[config.mk]
export PLATFORM = sky130hd
export DESIGN_NAME = async_mem_ctrl
export DESIGN_NICKNAME = d
export VERILOG_FILES = /design/src/rtl/amc_pkg.sv /design/src/rtl/amc_timing_sel.sv /design/src/rtl/amc_phase_cnt.sv /design/src/rtl/async_mem_ctrl.sv
export SDC_FILE = /design/constraint.sdc
export NUM_CORES = 1
export LEC_CHECK = 0
export ABC_AREA = 1
export BUFFER_PORTS_ARGS = -buffer_cell sky130_fd_sc_hd__buf_2
export CAP_MARGIN = 20
export CORE_MARGIN = 3
export CORE_UTILIZATION = 52
export DETAILED_ROUTE_END_ITERATION = 10
export PLACE_DENSITY = 0.79
export SETUP_SLACK_MARGIN = 0.05
export SYNTH_ARGS = -nofsm -noshare
export SYNTH_HDL_FRONTEND = slang
export SYNTH_HIERARCHICAL = 1
export SYNTH_SLANG_ARGS = --single-unit
[constraint.sdc]
create_clock -name clk_i -period 2.6 [get_ports clk_i]
set_clock_uncertainty 0.15 [all_clocks]
set_input_delay 0.65 -clock clk_i [delete_from_list [all_inputs] [get_ports clk_i]]
set_output_delay 0.65 -clock clk_i [all_outputs]
set_load 0.05 [all_outputs]
[src/rtl/amc_pkg.sv]
package amc_pkg;
  typedef enum logic [2:0] {
    PH_IDLE, PH_GAP, PH_ADV, PH_SETUP, PH_STROBE, PH_HOLD, PH_RECOV
  } phase_e;

  typedef struct packed {
    logic [3:0] t0;
    logic [3:0] strobe;
    logic [3:0] hold;
    logic [3:0] csint;
    logic       short_gap;
    logic       admux;
  } timing_t;
endpackage

[src/rtl/amc_timing_sel.sv]
module amc_timing_sel
  import amc_pkg::*;
#(
  parameter int NUM_CS = 2,
  parameter int CS_W   = 1
) (
  input  logic [CS_W-1:0]     cs_idx_i,
  input  logic                we_i,
  input  logic [16*NUM_CS-1:0] rd_timing_i,
  input  logic [8*NUM_CS-1:0]  wr_timing_i,
  input  logic [NUM_CS-1:0]    short_gap_i,
  input  logic [NUM_CS-1:0]    admux_i,
  output timing_t              tim_o
);
  logic [15:0] rd_f;
  logic [7:0]  wr_f;
  logic [3:0]  strb_raw;

  always_comb begin
    rd_f = '0;
    wr_f = '0;
    tim_o = '0;
    if (int'(cs_idx_i) < NUM_CS) begin
      rd_f = rd_timing_i[16*int'(cs_idx_i) +: 16];
      wr_f = wr_timing_i[8*int'(cs_idx_i) +: 8];
      tim_o.short_gap = short_gap_i[cs_idx_i];
      tim_o.admux     = admux_i[cs_idx_i];
    end
    strb_raw     = we_i ? wr_f[3:0] : rd_f[7:4];
    tim_o.t0     = rd_f[3:0];
    tim_o.strobe = (strb_raw == 4'd0) ? 4'd1 : strb_raw;
    tim_o.hold   = we_i ? wr_f[7:4] : rd_f[11:8];
    tim_o.csint  = rd_f[15:12];
  end
endmodule

[src/rtl/amc_phase_cnt.sv]
module amc_phase_cnt #(
  parameter int W = 4
) (
  input  logic         clk_i,
  input  logic         rst_ni,
  input  logic         load_i,
  input  logic [W-1:0] load_val_i,
  output logic         zero_o
);
  logic [W-1:0] cnt_q;

  always_ff @(posedge clk_i or negedge rst_ni) begin
    if (!rst_ni)             cnt_q <= '0;
    else if (load_i)         cnt_q <= load_val_i;
    else if (cnt_q != '0)    cnt_q <= cnt_q - 1'b1;
  end

  assign zero_o = (cnt_q == '0);

  // counter only ever moves down by one or reloads
  assert_cnt_step_R6: assert property (@(posedge clk_i) disable iff (!rst_ni)
    !$past(load_i) && $past(cnt_q) != '0 |-> cnt_q == $past(cnt_q) - 1'b1);
endmodule

[src/rtl/async_mem_ctrl.sv]
module async_mem_ctrl
  import amc_pkg::*;
#(
  parameter int NUM_CS = 2,
  parameter int ADDR_W = 16,
  parameter int DATA_W = 16,
  localparam int CS_W  = (NUM_CS > 1) ? $clog2(NUM_CS) : 1,
  localparam int MUX_W = (ADDR_W < DATA_W) ? ADDR_W : DATA_W
) (
  input  logic                   clk_i,
  input  logic                   rst_ni,
  input  logic                   req_valid_i,
  output logic                   req_ready_o,
  input  logic                   req_we_i,
  input  logic [CS_W-1:0]        req_cs_i,
  input  logic [ADDR_W-1:0]      req_addr_i,
  input  logic [DATA_W-1:0]      req_wdata_i,
  output logic                   done_o,
  output logic [DATA_W-1:0]      rdata_o,
  input  logic [16*NUM_CS-1:0]   rd_timing_i,
  input  logic [8*NUM_CS-1:0]    wr_timing_i,
  input  logic [NUM_CS-1:0]      short_gap_i,
  input  logic [NUM_CS-1:0]      admux_i,
  output logic [NUM_CS-1:0]      bus_cs_no,
  output logic                   bus_adv_no,
  output logic                   bus_rd_no,
  output logic                   bus_wr_no,
  output logic [ADDR_W-1:0]      bus_addr_o,
  output logic [DATA_W-1:0]      bus_data_o,
  output logic                   bus_data_oe_o,
  input  logic [DATA_W-1:0]      bus_data_i
);
  phase_e            state_q, state_d;
  timing_t           tim_sel, tim_q, tim_nxt;
  logic [ADDR_W-1:0] addr_q, addr_nxt;
  logic [DATA_W-1:0] wdata_q, wdata_nxt, addr_lo;
  logic [CS_W-1:0]   cs_q, cs_nxt;
  logic              we_q, we_nxt;
  logic              accept, cnt_zero, load_d, done_d;
  logic [3:0]        load_val_d;
  logic              cs_low_d, addr_ph_d, data_ph_d;

  amc_timing_sel #(.NUM_CS(NUM_CS), .CS_W(CS_W)) u_tsel (
    .cs_idx_i   (req_cs_i),
    .we_i       (req_we_i),
    .rd_timing_i(rd_timing_i),
    .wr_timing_i(wr_timing_i),
    .short_gap_i(short_gap_i),
    .admux_i    (admux_i),
    .tim_o      (tim_sel)
  );

  amc_phase_cnt #(.W(4)) u_cnt (
    .clk_i     (clk_i),
    .rst_ni    (rst_ni),
    .load_i    (load_d),
    .load_val_i(load_val_d),
    .zero_o    (cnt_zero)
  );

  assign req_ready_o = (state_q == PH_IDLE);
  assign accept      = req_valid_i && req_ready_o;

  assign tim_nxt   = accept ? tim_sel     : tim_q;
  assign addr_nxt  = accept ? req_addr_i  : addr_q;
  assign wdata_nxt = accept ? req_wdata_i : wdata_q;
  assign cs_nxt    = accept ? req_cs_i    : cs_q;
  assign we_nxt    = accept ? req_we_i    : we_q;

  always_comb begin
    addr_lo = '0;
    for (int i = 0; i < MUX_W; i++) addr_lo[i] = addr_nxt[i];
  end

  // phase sequencing; zero-length phases are skipped
  always_comb begin
    state_d    = state_q;
    load_d     = 1'b0;
    load_val_d = '0;
    done_d     = 1'b0;
    unique case (state_q)
      PH_IDLE: if (accept) begin
        state_d = tim_sel.short_gap ? PH_ADV : PH_GAP;
        load_d  = 1'b1;
      end
      PH_GAP: begin
        state_d = PH_ADV;
        load_d  = 1'b1;
      end
      PH_ADV: begin
        load_d = 1'b1;
        if (tim_q.t0 != '0) begin
          state_d = PH_SETUP;  load_val_d = tim_q.t0 - 1'b1;
        end else begin
          state_d = PH_STROBE; load_val_d = tim_q.strobe - 1'b1;
        end
      end
      PH_SETUP: if (cnt_zero) begin
        state_d = PH_STROBE; load_d = 1'b1; load_val_d = tim_q.strobe - 1'b1;
      end
      PH_STROBE, PH_HOLD: if (cnt_zero) begin
        load_d = 1'b1;
        if (state_q == PH_STROBE && tim_q.hold != '0) begin
          state_d = PH_HOLD; load_val_d = tim_q.hold - 1'b1;
        end else begin
          done_d = 1'b1;
          if (tim_q.csint != '0) begin
            state_d = PH_RECOV; load_val_d = tim_q.csint - 1'b1;
          end else begin
            state_d = PH_IDLE;
          end
        end
      end
      PH_RECOV: if (cnt_zero) state_d = PH_IDLE;
      default: state_d = PH_IDLE;
    endcase
  end

  assign cs_low_d  = state_d inside {PH_GAP, PH_ADV, PH_SETUP, PH_STROBE, PH_HOLD};
  assign addr_ph_d = state_d inside {PH_ADV, PH_SETUP};
  assign data_ph_d = tim_nxt.admux ? (state_d inside {PH_STROBE, PH_HOLD})
                                   : (state_d inside {PH_ADV, PH_SETUP, PH_STROBE, PH_HOLD});

  always_ff @(posedge clk_i or negedge rst_ni) begin
    if (!rst_ni) begin
      state_q <= PH_IDLE;
      tim_q   <= '0;
      addr_q  <= '0;
      wdata_q <= '0;
      cs_q    <= '0;
      we_q    <= 1'b0;
      done_o  <= 1'b0;
      rdata_o <= '0;
    end else begin
      state_q <= state_d;
      tim_q   <= tim_nxt;
      addr_q  <= addr_nxt;
      wdata_q <= wdata_nxt;
      cs_q    <= cs_nxt;
      we_q    <= we_nxt;
      done_o  <= done_d;
      // sample on the edge that raises the read strobe
      if (state_q == PH_STROBE && cnt_zero && !we_q) rdata_o <= bus_data_i;
    end
  end

  // strobes registered straight from next state
  generate
    for (genvar c = 0; c < NUM_CS; c++) begin : g_cs
      always_ff @(posedge clk_i or negedge rst_ni) begin
        if (!rst_ni) bus_cs_no[c] <= 1'b1;
        else         bus_cs_no[c] <= !(cs_low_d && int'(cs_nxt) == c);
      end
    end
  endgenerate

  always_ff @(posedge clk_i or negedge rst_ni) begin
    if (!rst_ni) begin
      bus_adv_no    <= 1'b1;
      bus_rd_no     <= 1'b1;
      bus_wr_no     <= 1'b1;
      bus_addr_o    <= '0;
      bus_data_o    <= '0;
      bus_data_oe_o <= 1'b0;
    end else begin
      bus_adv_no    <= !(state_d == PH_ADV);
      bus_rd_no     <= !(state_d == PH_STROBE && !we_nxt);
      bus_wr_no     <= !(state_d == PH_STROBE && we_nxt);
      if (cs_low_d) bus_addr_o <= addr_nxt;
      bus_data_o    <= (tim_nxt.admux && addr_ph_d) ? addr_lo : wdata_nxt;
      bus_data_oe_o <= (tim_nxt.admux && addr_ph_d) || (we_nxt && data_ph_d);
    end
  end

  assert_idle_quiet_R1: assert property (@(posedge clk_i) disable iff (!rst_ni)
    (&bus_cs_no) |-> (bus_adv_no && bus_rd_no && bus_wr_no && !bus_data_oe_o));
  assert_one_cs_R2: assert property (@(posedge clk_i) disable iff (!rst_ni)
    $countones(~bus_cs_no) <= 1);
  assert_adv_in_cs_R2: assert property (@(posedge clk_i) disable iff (!rst_ni)
    !bus_adv_no |-> !(&bus_cs_no));
  assert_adv_width_R3: assert property (@(posedge clk_i) disable iff (!rst_ni)
    !bus_adv_no |=> bus_adv_no);
  assert_strobe_excl_R5: assert property (@(posedge clk_i) disable iff (!rst_ni)
    bus_rd_no || bus_wr_no);
  assert_rd_no_drive_R7: assert property (@(posedge clk_i) disable iff (!rst_ni)
    !bus_rd_no |-> !bus_data_oe_o);
  assert_done_at_cs_rise_R8: assert property (@(posedge clk_i) disable iff (!rst_ni)
    done_o |-> ((&bus_cs_no) && !(&$past(bus_cs_no))));
  assert_busy_not_ready_R9: assert property (@(posedge clk_i) disable iff (!rst_ni)
    !(&bus_cs_no) |-> !req_ready_o);
endmodule

==> metrics.cfg, run 1 <==
[final_layout]
drive_gt1_share_pct=31.5
layout_common_cells=nand2_1, buf_2, dfrtp_1, nand3_1, nor2_1
fill_cells=762
fin_nets=898
syn2layout_area_growth_pct=28.7
regArea_um2=2830
multiInputGateArea_um2=2190
layout.cells.non_filler=931
antenna_cells=0
final_common_cell=nand2_1

[grt]
antenna_found_initial=0
grtUsageTotal_pct=24.5
grt_max_degree=50
grt.overflow.total=0
grt_pass1_vias=4827
grt_pass1_wl_mm=22.3

[die]
core_um2=9820
initial_utilization_pct=53.9
rows=36
ios=161
die_y_um=107
die_area_um2=11400
die_x_um=107

[detailed_routing]
ant_nets=0
firstDrtPassIters=5
dr_total_vias=4811
viasPerCell=5.17
wirelength_mm=13.6
drt-wirelength-per-cell_um=14.6
drc_errors=0
drt_iter0_drc=305

[run_status]
outcome=finished clean

[critical_path]
cpPeakStageDelay_ns=0.38
cp-start-kind=register
cpMaxStageDelayCell=dfrtp_1
crit_buf_inv=2
path_class=register to register
worstPathRequired_ns=2.85
worst_ep_arrival_time_ns=2.58
path_cells=inv_1 > ha_1 > nand2_1 > inv_2 > nor2_1 > nand3_1 > nand4_1 > nor2_4 > nand2_2 > nand2_8 > nand2_8 > nand2_1 > nand2_1
path_max_fanout=18
cp_top_family=simple AND/OR/NAND/NOR gates
worst_path_most_repeated_cell=nand2_1
end_kind=register

[placed_design]
port_buffers=160
gp_congestion=0.871
dp_hpwl_mm=9.65
dp_cells=898
place_ws_ns=0.180

[yosys]
synthTopCellsByArea=dfrtp_1, nand2_1, nand3_1
synth-seq-cells=113
syn_area_um2=5290
ys_seq_area_share_pct=53.6
synth_nets=732
synth_top_area_share_pct=51.1
synth.avg_cell_area_um2=8.55
ys_warn_count=6
ys_types=35
yosys.area.top_type=dfrtp_1
synthCells=619

[sta]
worst_slack_ns=0.268
min_period_ns=2.33
grt_setup_unrepaired=no
finalSetupTns_ns=0
slew_headroom_pct=69.7
finalHoldViolCount=0
setup-violations-final=0
worst-slew-pin-transition_ns=0.454
slew_violations=0
max_freq_mhz=429
fin_crit_sh_pct=89.7

[clock_tree]
cts-root-buf=clkbuf_8
clock_latency_ns=0.51
cts_tree=yes
clk_pin_slew_ns=0.06
numCtsBuffers=17
clkSinkCount=113
cts_max_level=4
clockBufferDepth=2

[worst_hold_path]
hp-class=input port to register

[pwr]
p_leak_nw=3.69
vdd.ir_drop.worst_mv=0.842
power_per_cell_area_nw_per_um2=1480

[job]
maxCapViolations=0

-- tightest hold or removal path, cell delays in order --
cell and delay (ns):
buf_2 0.08, nand2_1 0.05, nand2_1 0.05
-- what timing repair did --
action	in CTS	in global routing
hold buffers	1	0
gates resized for setup	0	6
buffers inserted	0	0
setup endpoints to repair	0	34
endpoints found under the hold margin	23	0
-- metal layers --
layer / GRT usage [%] / share of wire [%] / vias up
li1: - / - / 2335
met1: 30.3 / 41 / 2293
met2: 42.0 / 51 / 162
met3: 6.80 / 6.0 / 21
met4: 7.58 / 1.5 / 0
met5: 0 / 0 / -
-- cells in the mapped netlist, drive strengths merged --
master	count
o22ai	6
ha	8
xnor2	2
inv	39
a31oi	16
clkbuf	6
o21ai	32
nor2	40
xor2	6
mux2	16
nor3	1
nand4	5
or2	2
o2111ai	1
a21oi	4
dfrtp	108
buf	19
a22oi	2
a32oi	1
o221ai	2
dfstp	5
nand3	50
nand2	248
-- final cells by class --
cell class / count / share of cell area (%)
Tap cell: 133 / 2.44
Inverter: 39 / 2.22
Sequential cell: 113 / 41.6
Clock inverter: 13 / 1.84
Multi-Input combinational cell: 442 / 32.2
Clock buffer: 19 / 6.34
Timing Repair Buffer: 172 / 13.3
-- path summary, 6_finish.rpt --
kind	cells past startpoint	startpoint	endpoint	slack (ns)
hold / removal	3	req_wdata_i[4]	wdata_q[4]$_DFF_PN0_	0.21
setup / recovery	13	u_cnt/cnt_q[0]$_DFFE_PN0P_	bus_addr_o[6]$_DFFE_PN0N_	0.27
max in group asynchronous	3	rst_ni	rdata_o[7]$_DFFE_PN0P_	1.16
hold reg to reg	2	wdata_q[5]$_DFF_PN0_	wdata_q[5]$_DFF_PN0_	0.33
min in group asynchronous	2	rst_ni	tim_q[13]$_DFFE_PN0P_	0.50
setup reg to reg	13	u_cnt/cnt_q[0]$_DFFE_PN0P_	bus_addr_o[6]$_DFFE_PN0N_	0.27
-- report_power, final --
group	switching, W	internal (W)
sequential	0.000363	0.00259
clock	0.000855	0.00131
combinational	0.00359	0.00136
total	0.00481	0.00526
-- flip-flops by register name (all words and copies together) (netlist names) --
name           cells
cs_q               1
bus_addr_o        16
bus_data_o        16
we_q               1
state_q            3
rdata_o           16
bus_cs_no          2
bus_wr_no          1
bus_adv_no         1
tim_q             17
u_cnt/cnt_q        4
bus_data_oe_o      1
bus_rd_no          1
done_o             1
addr_q            16
wdata_q           16
-- cell families (layout without fill, tap and decap cells) --
group	Yosys count	after routing	share of synthesized area, %
and+or+nand+nor	346	346	27.2
muxes	16	16	3.41
DFF	113	113	53.6
AOI/OAI and AO/OA	64	64	7.02
adders and majority gates	8	8	1.89
buffers and inverters	64	243	5.56
xor gates and xnor gates	8	8	1.32
-- stage by stage --
step	hold slack (ns)	cell area [um^2]	util, %	total power (W)
after floorplan	0.204	5290	-	0.00665
after global placement	0.306	6210	63.3	0.00760
after detailed placement	0.310	6210	63.3	0.00775
after CTS	0.192	6780	69.0	0.0100
after global routing	0.209	6810	69.3	0.0108
final	0.207	6810	69.3	0.0101
Note: power is estimated with default switching activity, not from simulation.
==> run 2: changes to the inputs <==
- REMOVE_ABC_BUFFERS: default -> 1
==> metrics.cfg, run 2 (synthesized netlist as in run 1, its figures left out) <==
[run_status]
outcome=finished clean

[placed_design]
dp_hpwl_mm=9.60  ; -0.51%
port_buffers=160  ; unchanged
gp_congestion=0.895  ; +2.8%
dp_cells=899  ; +0.11%

[detailed_routing]
firstDrtPassIters=5  ; unchanged
viasPerCell=5.26  ; +1.7%
ant_nets=0  ; unchanged
drt-wirelength-per-cell_um=14.9  ; +1.8%
highest_layer=met4
drt_iter0_drc=234  ; -23%
dr_total_vias=4895  ; +1.7%
wirelength_mm=13.8  ; +1.8%
wl_met3_um=906  ; +11%
met1_length_mm=5.68  ; +1.4%
route.met2.wl_mm=7.02  ; +0.69%
drc_errors=0  ; unchanged

[critical_path]
path_max_fanout=10  ; -8
r2r_start=u_cnt/cnt_q[0]$_DFFE_PN0P_
path_class=register to register
end_kind=register
cpPeakStageDelay_ns=0.39  ; about the same
cp-startpoint=u_cnt/cnt_q[0]$_DFFE_PN0P_
worst_ep_arrival_time_ns=2.61  ; +0.03 ns
worstPathRequired_ns=2.84  ; about the same
rrSetupSlack_ns=0.23  ; -0.04 ns
cpMaxStageDelayCell=dfrtp_1
cp-start-kind=register
path_cells=inv_1 > ha_1 > nand2_1 > inv_2 > nor2_1 > nand3_1 > nand4_1 > nor2_4 > nand2_2 > buf_4 > nand3_1 > nand2_1

[clock_tree]
cts-root-buf=clkbuf_8
cts_max_level=4  ; unchanged
clk_pin_slew_ns=0.06  ; about the same
numCtsBuffers=17  ; unchanged
clockBufferDepth=2  ; unchanged
clock_latency_ns=0.50  ; about the same
cts_tree=yes
clkSinkCount=113  ; unchanged
post-cts-setup-buffer-count=0  ; unchanged

[sta]
setup-violations-final=0  ; unchanged
slew_headroom_pct=54.5  ; -15 points
worst-slew-pin-transition_ns=0.681  ; +0.227 ns
max_freq_mhz=422  ; -1.5%
slew_violations=0  ; unchanged
fin_crit_sh_pct=91.1  ; +1.4 points
grt_setup_unrepaired=no
min_period_ns=2.37  ; +0.0358 ns
finalHoldViolCount=0  ; unchanged

[final_layout]
largest_reg_flops=17  ; unchanged
final_core_util_pct=69.0  ; -0.36 points
drive_gt1_share_pct=31.3  ; -0.13 points
fill_cells=810  ; +6.3%
regMostFlops=tim_q
final_common_cell=nand2_1
antenna_cells=0  ; unchanged
syn2layout_area_growth_pct=28.0
layout_common_cells=nand2_1, buf_2, dfrtp_1, nand3_1, nor2_1
fin_nets=899  ; +0.11%
layout.cells.non_filler=931  ; unchanged

[pwr]
p_clk_share_pct=20.3  ; -1.2 points
seqPwrFrac_pct=29.9  ; +0.6 points
p_leak_nw=3.67  ; -0.38%
internal_power_w=0.00519  ; -1.4%
pwr-share-comb_pct=49.8  ; +0.6 points
switchingPower_w=0.00479  ; -0.43%
vdd.ir_drop.worst_mv=1.07  ; +27%
power_per_cell_area_nw_per_um2=1470  ; -0.42%
switching_share_pct=48.0  ; +0.24 points

[die]
die_x_um=107  ; unchanged
core_um2=9820  ; unchanged
initial_utilization_pct=53.9  ; unchanged
die_area_um2=11400  ; unchanged
ios=161  ; unchanged
die_y_um=107  ; unchanged
rows=36  ; unchanged

[grt]
grtUsageTotal_pct=25.2  ; +0.68 points
grt_pass1_vias=4973  ; +3.0%
grt.overflow.total=0  ; unchanged
grt_pass1_wl_mm=22.8  ; +2.4%
grt_max_degree=53  ; +6.0%
antenna_found_initial=0  ; unchanged

[job]
maxCapViolations=0  ; unchanged

[worst_hold_path]
hp-class=input port to register
hold_start=req_wdata_i[4]

-- run 2: cell count changes in the layout (fill, tap and decap cells not counted) --
cell and delta:
buf_4 +1, bufinv_16 -1, clkbuf_8 +2, clkinv_2 +4, inv_6 -6, nand2_1 +1, nand2_4 -1
-- run 2: cell type report --
class                           instances  area (um^2)  share of cell area, %
Multi-Input combinational cell        442         2180                   32.2
Tap cell                              133          166                   2.46
Clock inverter                         10         62.6                  0.924
Timing Repair Buffer                  173          916                   13.5
Inverter                               39          151                   2.24
Sequential cell                       113         2830                   41.8
Clock buffer                           21          459                   6.78
-- run 2: power by group through the flow --
stage	clock network, W	registers [W]	logic [W]
global route	0.00215	0.00305	0.00549
floorplan	0	0.00416	0.00234
finish	0.00202	0.00298	0.00497
detailed placement	0	0.00297	0.00483
global placement	0	0.00296	0.00466
CTS	0.00204	0.00297	0.00490
-- run 2: worst max-delay path: cells and delay by family (launching register included) --
kind	cells	cell delay (ns)
simple gates	8	0.96
buf+inv	3	0.51
flops	1	0.39
fa+ha+maj	1	0.24
-- run 2: what timing repair did --
action                     in CTS  in global routing
hold buffers                    1                  0
hold endpoints to repair       31                  0
gates resized for setup         0                  4
setup endpoints to repair       0                 34
-- run 2: final timing paths --
path | endpoint | cells after the start
max in group asynchronous | bus_wr_no$_DFF_PN1_ | 3
min reg2reg | wdata_q[15]$_DFF_PN0_ | 2
min | wdata_q[4]$_DFF_PN0_ | 3
min in group asynchronous | tim_q[16]$_DFFE_PN0P_ | 2
max reg2reg | bus_addr_o[5]$_DFFE_PN0N_ | 12
max | bus_addr_o[5]$_DFFE_PN0N_ | 12
-- run 2: through the flow --
stage / setup slack (ns) / TNS [ns] / hold WS [ns] / power, W / area [um^2]
after floorplan: -0.773 / -18.27 / 0.204 / 0.00649 / 5150
after global placement: 0.279 / 0 / 0.306 / 0.00762 / 6220
after detailed placement: 0.142 / 0 / 0.312 / 0.00781 / 6220
after CTS: 0.105 / 0 / 0.202 / 0.00991 / 6750
after global routing: 0.0586 / 0 / 0.209 / 0.0107 / 6770
final: 0.232 / 0 / 0.218 / 0.00997 / 6770
-- run 2: layer usage --
layer | GRT usage [%] | vias up
met5 | 0 | -
met4 | 8.49 | 0
met3 | 6.68 | 25
met2 | 42.7 | 189
met1 | 31.4 | 2346
li1 | - | 2335
==> run 3: changes to the inputs <==
- CORE_UTILIZATION: 52 -> 47
- PLACE_DENSITY: 0.79 -> 0.75
- clock period: 2.6 -> 2.1 ns (I/O delays scaled with it)
==> metrics.cfg, run 3 (synthesized netlist as in run 1, its figures left out) <==
[run_status]
outcome=complete, but fails checks
failed_checks=setup timing

[placed_design]
port_buffers=160  ; unchanged
dp_hpwl_mm=10.0  ; +4.2%
dp_cells=928  ; +3.2%
place_ws_ns=-0.000729  ; -0.143 ns
gp_congestion=0.918  ; +2.6%

[grt]
grtUsageMet2_pct=38.1  ; -4.6 points
grt_pass1_wl_mm=23.4  ; +2.4%
grt_max_degree=31  ; -42%
antenna_found_initial=0  ; unchanged
grt.overflow.total=0  ; unchanged
use_met3_pct=5.88  ; -0.81 points
grt_pass1_vias=4961  ; -0.24%
grtUsageTotal_pct=23.0  ; -2.2 points
grt_util_met1_pct=29.9  ; -1.5 points
busiest_layer=met2

[sta]
slew_headroom_pct=70.6  ; +16 points
worst_slack_ns=-0.0205  ; -0.252 ns
min_period_ns=2.12  ; -0.248 ns
grt_setup_unrepaired=yes
worst-slew-pin-transition_ns=0.437  ; -0.244 ns
finalSetupTns_ns=-0.0566  ; -0.0566 ns
slew_violations=0  ; unchanged
max_freq_mhz=472  ; +12%
fin_crit_sh_pct=101  ; +9.9 points
finalHoldViolCount=0  ; unchanged
setup-violations-final=4  ; +4

[critical_path]
cp-start-kind=register
path_class=register to register
cpMaxStageDelayCell=dfrtp_1
worstPathRequired_ns=2.24  ; -0.60 ns
end_kind=register
rrSetupSlack_ns=-0.02  ; -0.25 ns
r2r_start=u_cnt/cnt_q[1]$_DFFE_PN0P_
path_max_fanout=7  ; -3
cpPeakStageDelay_ns=0.39  ; about the same
path_cells=inv_2 > ha_4 > nand2_4 > inv_4 > inv_2 > buf_4 > nand2_1 > nand3_2 > nand2_2 > inv_2 > nand2_4 > nand2_8 > buf_12 > nand3_2 > nand2_1
timing.rr.end=bus_addr_o[1]$_DFFE_PN0N_
worst_ep_arrival_time_ns=2.26  ; -0.35 ns
cp_top_family=simple AND/OR/NAND/NOR gates
crit_buf_inv=6  ; +3
reg2reg_depth=15  ; +3
worst_path_most_repeated_cell=inv_2

[final_layout]
regMostFlops=tim_q
final_common_cell=nand2_1
layout_common_cells=nand2_1, buf_2, dfrtp_1, buf_4, nor2_1
antenna_cells=0  ; unchanged
largest_reg_flops=17  ; unchanged
layout.cells.non_filler=978  ; +5.0%
fin_nets=938  ; +4.3%
drive_gt1_share_pct=41.4  ; +10 points
final_core_util_pct=69.6  ; +0.58 points
syn2layout_area_growth_pct=43.8

[clock_tree]
numCtsBuffers=17  ; unchanged
cts_tree=yes
cts-root-buf=clkbuf_16
clkSinkCount=113  ; unchanged
clk_pin_slew_ns=0.06  ; about the same
cts_max_level=4  ; unchanged
clockBufferDepth=2  ; unchanged
clock_latency_ns=0.41  ; -0.09 ns

[die]
core_um2=10900  ; +11%
ios=161  ; unchanged
rows=38  ; +5.6%
die_y_um=112  ; +4.9%
initial_utilization_pct=48.4  ; -5.5 points
die_area_um2=12600  ; +10%
die_x_um=112  ; +4.9%

[worst_hold_path]
hold_end=wdata_q[0]$_DFF_PN0_
hp-class=input port to register
min_path_cells=3  ; unchanged
hold_start=req_wdata_i[0]

[pwr]
power_per_cell_area_nw_per_um2=1940  ; +32%
p_leak_nw=3.98  ; +8.4%
vdd.ir_drop.worst_mv=1.34  ; +26%
p_total_w=0.0148  ; +48%

[detailed_routing]
dr_total_vias=5084  ; +3.9%
firstDrtPassIters=5  ; unchanged
drt-wirelength-per-cell_um=15.8  ; +6.0%
ant_nets=0  ; unchanged
drc_errors=0  ; unchanged
wirelength_mm=15.4  ; +11%
viasPerCell=5.20  ; -1.1%
drt_iter0_drc=289  ; +24%

[job]
maxCapViolations=0  ; unchanged

run 3: cell types whose count changed in the layout (fill, tap and decap cells not counted), moves of 4 or more:
cell	delta
buf_4	+25
nand2_4	+8
inv_1	-7
nand3_2	+16
nor2_1	-6
buf_12	+6
nand2_2	+10
nor2_4	+6
nand3_4	+5
inv_2	+5
clkinv_2	-4
nand2_1	-18
inv_6	+5
nand3_1	-21
run 3: area by class of cell:
type	instances	area, um^2
fillers	800	3330
inverters	39	156
clock buffers	19	453
multi-input cells	444	2520
repair buffers	210	1340
clock inverters	13	124
well taps	140	175
flip-flops and latches	113	2840
run 3: worst max-delay path by stage:
stage | from | end | slack, ns | cells past startpoint
6_report | u_cnt/cnt_q[1]$_DFFE_PN0P_ | bus_addr_o[1]$_DFFE_PN0N_ | -0.02 | 15
5_1_grt | u_cnt/cnt_q[2]$_DFFE_PN0P_ | bus_addr_o[1]$_DFFE_PN0N_ | -0.1 | 12
4_1_cts | state_q[0]$_DFF_PN0_ | req_ready_o | 0.02 | 4
3_5_place_dp | u_cnt/cnt_q[1]$_DFFE_PN0P_ | bus_addr_o[7]$_DFFE_PN0N_ | -0.0007 | 13
3_3_place_gp | tim_q[15]$_DFFE_PN0P_ | bus_data_o[8]$_DFF_PN0_ | 0.06 | 10
2_1_floorplan | state_q[0]$_DFF_PN0_ | bus_data_o[0]$_DFF_PN0_ | -1.22 | 8
run 3: what timing repair did:
| action | CTS | global route |
|---|---|---|
| resized for setup | 15 | 89 |
| endpoints found under the hold margin | 24 | 0 |
| gates cloned | 0 | 4 |
| hold buffers | 1 | 0 |
| pin swaps | 5 | 30 |
| setup buffers | 1 | 12 |
| setup endpoints to repair | 28 | 49 |
run 3: power breakdown:
part	switching [W]	internal [W]	leakage (nW)
Clock	0.00107	0.00170	0.277
Sequential	0.000542	0.00322	1.38
Combinational	0.00543	0.00284	2.32
Total	0.00704	0.00776	3.98
run 3: layer usage:
metal / part of all wire [%] / vias to the layer above
met5: 0 / -
met4: 3.0 / 0
met3: 6.5 / 41
met2: 50 / 195
met1: 41 / 2429
li1: - / 2419
run 3: metrics by stage:
step	instance area, um^2	hold slack [ns]
finish	7610	0.178
global route	7610	0.188
CTS	7090	0.173
detailed placement	6430	0.312
global placement	6430	0.307
floorplan	5150	0.0794
run 3: worst reg2reg max path: cells and delay by family, from the launching register on:
| family | cells | cell delay, ns |
|---|---|---|
| and+or+nand+nor | 8 | 0.72 |
| buffers and inverters | 6 | 0.60 |
| DFF | 1 | 0.39 |
| adders and majority gates | 1 | 0.16 |
